$ cat config.mk
export PLATFORM = sky130hd
export DESIGN_NAME = loop_pkt_buf
export DESIGN_NICKNAME = d
export VERILOG_FILES = /design/src/rtl/lrb_pkg.sv /design/src/rtl/lrb_crossbar.sv /design/src/rtl/lrb_retime.sv /design/src/rtl/lrb_delay_chain.sv /design/src/rtl/loop_pkt_buf.sv
export SDC_FILE = /design/constraint.sdc
export NUM_CORES = 1
export LEC_CHECK = 0
export BUFFER_PORTS_ARGS = -buffer_cell sky130_fd_sc_hd__buf_2
export CORE_ASPECT_RATIO = 0.9
export CORE_UTILIZATION = 54
export CTS_CLUSTER_SIZE = 28
export DETAILED_ROUTE_END_ITERATION = 8
export GPL_ROUTABILITY_DRIVEN = 0
export PLACE_DENSITY = 0.77
export SKIP_LAST_GASP = 1
export SLEW_MARGIN = 30
export SYNTH_ARGS = -nofsm -noshare
export SYNTH_HDL_FRONTEND = slang
export SYNTH_SLANG_ARGS = --single-unit
$ cat constraint.sdc
create_clock -name clk -period 0.8 [get_ports clk]
set_input_delay 0 -clock clk [delete_from_list [all_inputs] [get_ports clk]]
set_output_delay 0 -clock clk [all_outputs]
set_load 0.03 [all_outputs]
$ cat src/rtl/lrb_pkg.sv
`timescale 1ns/1ps
package lrb_pkg;
   typedef enum logic {
      XB_STRAIGHT = 1'b0,
      XB_SWAP     = 1'b1
   } xbar_mode_e;
endpackage

$ cat src/rtl/lrb_crossbar.sv
`timescale 1ns/1ps
module lrb_crossbar
   import lrb_pkg::*;
#(
   parameter int W = 1
) (
   input  xbar_mode_e     mode,
   input  logic [W-1:0]   ext_in,
   input  logic [W-1:0]   ring_in,
   output logic [W-1:0]   ext_out,
   output logic [W-1:0]   ring_out
);
   always_comb begin
      case (mode)
         XB_SWAP: begin
            ext_out  = ring_in;
            ring_out = ext_in;
         end
         default: begin
            ext_out  = ext_in;
            ring_out = ring_in;
         end
      endcase
   end
endmodule

$ cat src/rtl/lrb_retime.sv
`timescale 1ns/1ps
module lrb_retime #(
   parameter int W = 1
) (
   input  logic           clk,
   input  logic           rst,
   input  logic [W-1:0]   ext_d,
   input  logic [W-1:0]   ring_d,
   output logic [W-1:0]   ext_q,
   output logic [W-1:0]   ring_q
);
   always_ff @(posedge clk) begin
      if (rst) begin
         ext_q  <= '0;
         ring_q <= '0;
      end else begin
         ext_q  <= ext_d;
         ring_q <= ring_d;
      end
   end
endmodule

$ cat src/rtl/lrb_delay_chain.sv
`timescale 1ns/1ps
module lrb_delay_chain #(
   parameter int W     = 1,
   parameter int DEPTH = 31
) (
   input  logic           clk,
   input  logic           rst,
   input  logic [W-1:0]   d,
   output logic [W-1:0]   q
);
   localparam int LAST = DEPTH - 1;

   generate
      if (DEPTH == 1) begin : g_single
         logic [W-1:0] stg;
         always_ff @(posedge clk) begin
            if (rst) stg <= '0;
            else     stg <= d;
         end
         assign q = stg;
      end else begin : g_chain
         logic [W-1:0] stg [DEPTH];
         always_ff @(posedge clk) begin
            if (rst) stg[0] <= '0;
            else     stg[0] <= d;
         end
         for (genvar i = 1; i < DEPTH; i++) begin : g_stage
            always_ff @(posedge clk) begin
               if (rst) stg[i] <= '0;
               else     stg[i] <= stg[i-1];
            end
         end
         assign q = stg[LAST];
      end
   endgenerate

   AST_TAIL_CLEARED: assert property (@(posedge clk) rst |=> (q == '0)) else $error("tail not cleared");
endmodule

$ cat src/rtl/loop_pkt_buf.sv
`timescale 1ns/1ps
module loop_pkt_buf
   import lrb_pkg::*;
#(
   parameter int DATA_W   = 1,
   parameter int LOOP_LEN = 32
) (
   input  logic              clk,
   input  logic              rst,
   input  logic              sel,
   input  logic [DATA_W-1:0] din,
   output logic [DATA_W-1:0] dout
);
   localparam int CHAIN_DEPTH = LOOP_LEN - 1;

   generate
      if (LOOP_LEN < 2) begin : g_bad_len
         $error("LOOP_LEN must be at least 2");
      end
      if (DATA_W < 1) begin : g_bad_width
         $error("DATA_W must be at least 1");
      end
   endgenerate

   xbar_mode_e        mode;
   logic [DATA_W-1:0] xb_ext;
   logic [DATA_W-1:0] xb_ring;
   logic [DATA_W-1:0] ring_head;
   logic [DATA_W-1:0] ring_tail;

   assign mode = xbar_mode_e'(sel);

   lrb_crossbar #(.W(DATA_W)) xbar_i (
      .mode     (mode),
      .ext_in   (din),
      .ring_in  (ring_tail),
      .ext_out  (xb_ext),
      .ring_out (xb_ring)
   );

   lrb_retime #(.W(DATA_W)) retime_i (
      .clk    (clk),
      .rst    (rst),
      .ext_d  (xb_ext),
      .ring_d (xb_ring),
      .ext_q  (dout),
      .ring_q (ring_head)
   );

   lrb_delay_chain #(.W(DATA_W), .DEPTH(CHAIN_DEPTH)) delay_i (
      .clk (clk),
      .rst (rst),
      .d   (ring_head),
      .q   (ring_tail)
   );

   AST_STRAIGHT_BYPASS: assert property (@(posedge clk) disable iff (rst)
      !sel |=> (dout == $past(din))) else $error("bypass broken");
   AST_STRAIGHT_RECIRC: assert property (@(posedge clk) disable iff (rst)
      !sel |=> (ring_head == $past(ring_tail))) else $error("recirculation broken");
   AST_SWAP_LOAD: assert property (@(posedge clk) disable iff (rst)
      sel |=> (ring_head == $past(din))) else $error("load broken");
   AST_SWAP_DELIVER: assert property (@(posedge clk) disable iff (rst)
      sel |=> (dout == $past(ring_tail))) else $error("delivery broken");
   AST_RESET_CLEAR: assert property (@(posedge clk)
      rst |=> (dout == '0 && ring_head == '0)) else $error("reset not clearing");
endmodule

Word-level counts from Yosys, hierarchy flattened --
Memory sizes are Yosys's and may differ from the RTL's. Index checks and enable logic that the tools add are counted.
Storage, ports and cells: register bits 2, bits in latches 0, memory bits (writable) 31, bits in read-only memories 0, input bits 4, output and inout bits 1, logic and storage cells 70, memories kept 1
Memories:
- delay_i.g_chain.stg | words 31, bits a word 1, read ports 31, clocked after memory_dff 0, wr ports 31, RTL line lrb_delay_chain.sv:22 | logic [W-1:0] stg [DEPTH];
Cells by class: add/subtract/negate cells 0, multiply operators 0, divide/modulo/power cells 0, $lt $le $gt $ge 0, eq/ne operators 0, shifts and indexed selects 0, mux-type cells 36, bitwise operators 31, reduce and logical (&&, ||, !) cells 0
Operators by type and width (number):
- $mux 1 | 36
- $or 1x1->1 | 31

Logic depth before layout (Yosys ltp) --
word-level depth 3, gate-level depth with buffers 2, depth with buffers taken out 2

By module --
A second synthesis with hierarchy kept.
Unflattened totals: cells, all modules 71, area total of the unflattened synthesis 923.4 um2
By module, submodules not included:
- lrb_delay_chain | instances 1, cells each 65, area an instance 848.3 um2, seq. area each 620.6 um2
- lrb_retime | instances 1, cells each 4, area an instance 52.6 um2, seq. area each 40.0 um2
- lrb_crossbar | instances 1, cells each 2, area an instance 22.5 um2, seq. area each 0.0 um2

Worst setup path before layout --
OpenSTA, ideal clock, no wires.
path kind register to register, from mem delay_i.g_chain.stg[30][0] (netlist: delay_i.g_chain.stg[15][0]), to reg retime_i.ext_q, setup time 0.114 ns, data arrival time 0.441 ns, required time 0.686 ns, slack 0.244 ns, cell stages (with the launch flop) 3, path buffers 0, period minus slack after synthesis 0.556 ns, cells stage by stage dfxtp_1 mux2i_1 nor2_1
RTL lines:
- from (decl) | RTL line lrb_delay_chain.sv:22
- to (signal assigned) | RTL line lrb_retime.sv:17 | ext_q <= ext_d;
- to (decl) | RTL line lrb_retime.sv:9 | output logic [W-1:0] ext_q,

Worst setup path after layout --
from reg retime_i.ext_q, to out dout
RTL lines:
- to (decl) | RTL line loop_pkt_buf.sv:12 | output logic [DATA_W-1:0] dout
No word-level cell between the ends.

==> impl_metrics.ini <==
[status]
outcome = finished, final reports clean

[worst_setup_path]
path_depth = 1
critPathTopFamily = flip-flops
required_ns = 0.80
critical_path.max_fanout = 1
worstPathArrival_ns = 0.76
cp-start-kind = flop
worst-path-buf-inv = 1
max_stage_delay_ns = 0.32
crit_type = flop to primary output
cpMaxStageDelayCell = dfxtp_2
r2r_cells = 2
crit_path_cell_trace = buf_6
endpoint_kind = primary output

[power]
clkPwrFrac = 0.308
power_density_nw_per_um2 = 2430
p_int_mw = 1.98
ir_worst_vdd_uv = 1430
seqPwrFrac = 0.665
switching_share = 0.201
p_leak_nw = 0.415
switchingPower_mw = 0.499
power_frac_comb = 0.027
fin_total_pwr_mw = 2.48

[route]
num_vias = 436
antenna_left = 0
routed_wl_um = 1030
drc = 0
dr.pass1.iters = 1
drt_iter0_markers = 0
wl_per_cell_um = 10.0
drt-vias-per-instance = 4.23

[synthesis]
synth-seq-area-share = 0.730
ys.warnings.count = 0
ys_seq_elements = 33
synth_area_sq_um = 905
syn_nets = 75
synth_top_cell_by_area = dfxtp_1
synthCells = 71
synthTopCellsByArea = dfxtp_1, nor2b_1, buf_4
yosys.area.top_type_share = 0.730
yosysUniqueCellTypes = 5
syn_avg_cell_area_sq_um = 12.7

[placement]
hpwlAfterDp_um = 566
placed_cells = 95
place_area_sq_um = 950
io_buffers = 4

[sta]
post-route-period-util = 0.956
fmax_ghz = 1.31
timing.slew.headroom = 0.907
finalCriticalPeriod_ns = 0.765
hold_violations = 0
setup_viol = 0
worst_pin_slew_ns = 0.135
fin_skew_ns = 0.00992
drv_slew = 0
rsz0062_at_grt = true

[layout]
finalInstanceArea_sq_um = 1020
antenna_cells = 0
drive_gt1_frac = 0.148
stdcell_count = 103
area_growth_pct = 12.7
nNetsFinal = 86

[worst_hold_path]
holdPathStages = 3
hold_path.class = input port to flop

[clock_tree]
clkLatencyLatePin_ns = 0.31
cts-root-buf = clkbuf_4
clock_path_buffers = 2
clkTransAtPathRegs_ns = 0.09
cts_made_buffers = 5
cts_tree = done
post_cts_buffers = 0
cts_max_level = 2
cts.sinks = 33

[floorplanning]
core_sq_um = 1500
dieHeight_um = 40.8
die-width_um = 45.1
rows = 13
start_util = 0.605
dieArea_sq_um = 1840
io-pin-count = 5

[grt]
grt_pass1_wl_um = 1780
gr-usage-all-layers = 0.160
grt_start_max_net_pins = 34
grt.overflow.total = 0
antenna_found_initial = 0
first_global_vias = 407

[job]
drv_cap = 0
layout make-up:
type / count / area, sq um
clock inverter: 1 / 5.00
tap: 22 / 27.5
timing repair buffer: 7 / 66.3
clock buffer: 5 / 37.5
fill: 124 / 477
sequential: 33 / 662
multi-input combinational: 35 / 221
state kept, by name, indices dropped and copies added, names as in the netlist:
name,count
retime_i.ext_q,1
delay_i.g_chain.stg,31
retime_i.ring_q,1
Yosys cell counts:
cell / count
buf_4: 3
dfxtp_1: 33
mux2i_1: 2
nor2_1: 2
nor2b_1: 31
worst paths after layout:
check,from,to,slack (ns)
hold reg to reg,delay_i.g_chain.stg[2][0]$_SDFF_PP0_,delay_i.g_chain.stg[2][1]$_SDFF_PP0_,0.43
setup reg to reg,delay_i.g_chain.stg[15][0]$_SDFF_PP0_,retime_i.ring_q$_SDFF_PP0_,0.20
hold / removal,rst,retime_i.ext_q$_SDFF_PP0_,0.05
setup / recovery,retime_i.ext_q$_SDFF_PP0_,dout,0.04
worst register-to-register path, cell delays in order (launching register included):
cell     delay (ns)
dfxtp_1        0.32
mux2i_1        0.13
nor2_1         0.05
per-stage QoR:
stage	hold slack, ns	setup slack [ns]	TNS (ns)	utilization
3_5_place_dp	0.269	0.197	0	0.635
6_report	0.0490	0.0354	0	0.681
3_3_place_gp	0.245	0.236	0	0.635
5_1_grt	0.0491	-0.00765	-0.00765	0.681
2_1_floorplan	0.0716	0.244	0	-
4_1_cts	0.0381	0.00582	0	0.678
metal layers:
metal	track usage	part of all wire	wire length (um)	vias to the layer above
met3	0.106	0.057	59	6
met4	0.136	0.042	43	0
li1	-	-	-	233
met5	0	0	0	-
met2	0.203	0.38	392	8
met1	0.185	0.52	536	189
cell families (layout without fill, tap and decap cells):
group	Yosys count	in the layout	share of synthesized area
flops	33	33	0.730
simple gates	33	33	0.223
buf+inv	3	13	0.0249
mux	2	2	0.0221
cells in the final DEF, fill, tap and decap left out:
master,instances
nor2b_1,31
clkbuf_4,5
buf_6,1
buf_12,1
mux2i_1,2
dfxtp_1,32
buf_2,3
clkinv_2,1
nor2_1,2
dfxtp_2,1
dlygate4sd3_1,2
power groups by stage:
| stage | Clock (mW) | Sequential (mW) | Combinational (mW) |
|---|---|---|---|
| 3_3_place_gp | 0 | 1.69 | 0.0578 |
| 3_5_place_dp | 0 | 1.69 | 0.0585 |
| 2_1_floorplan | 0 | 1.69 | 0.0335 |
| 6_report | 0.765 | 1.65 | 0.0674 |
| 4_1_cts | 0.808 | 1.65 | 0.0671 |
| 5_1_grt | 0.876 | 1.65 | 0.0747 |
timing repair:
item                                   4_1_cts  5_1_grt
gates resized for setup                      1        2
pin swaps                                    0        0
hold buffers                                 2        0
endpoints found under the hold margin        2        0
setup endpoints to repair                    1        1
No activity file was read; power rests on OpenSTA's default activity.
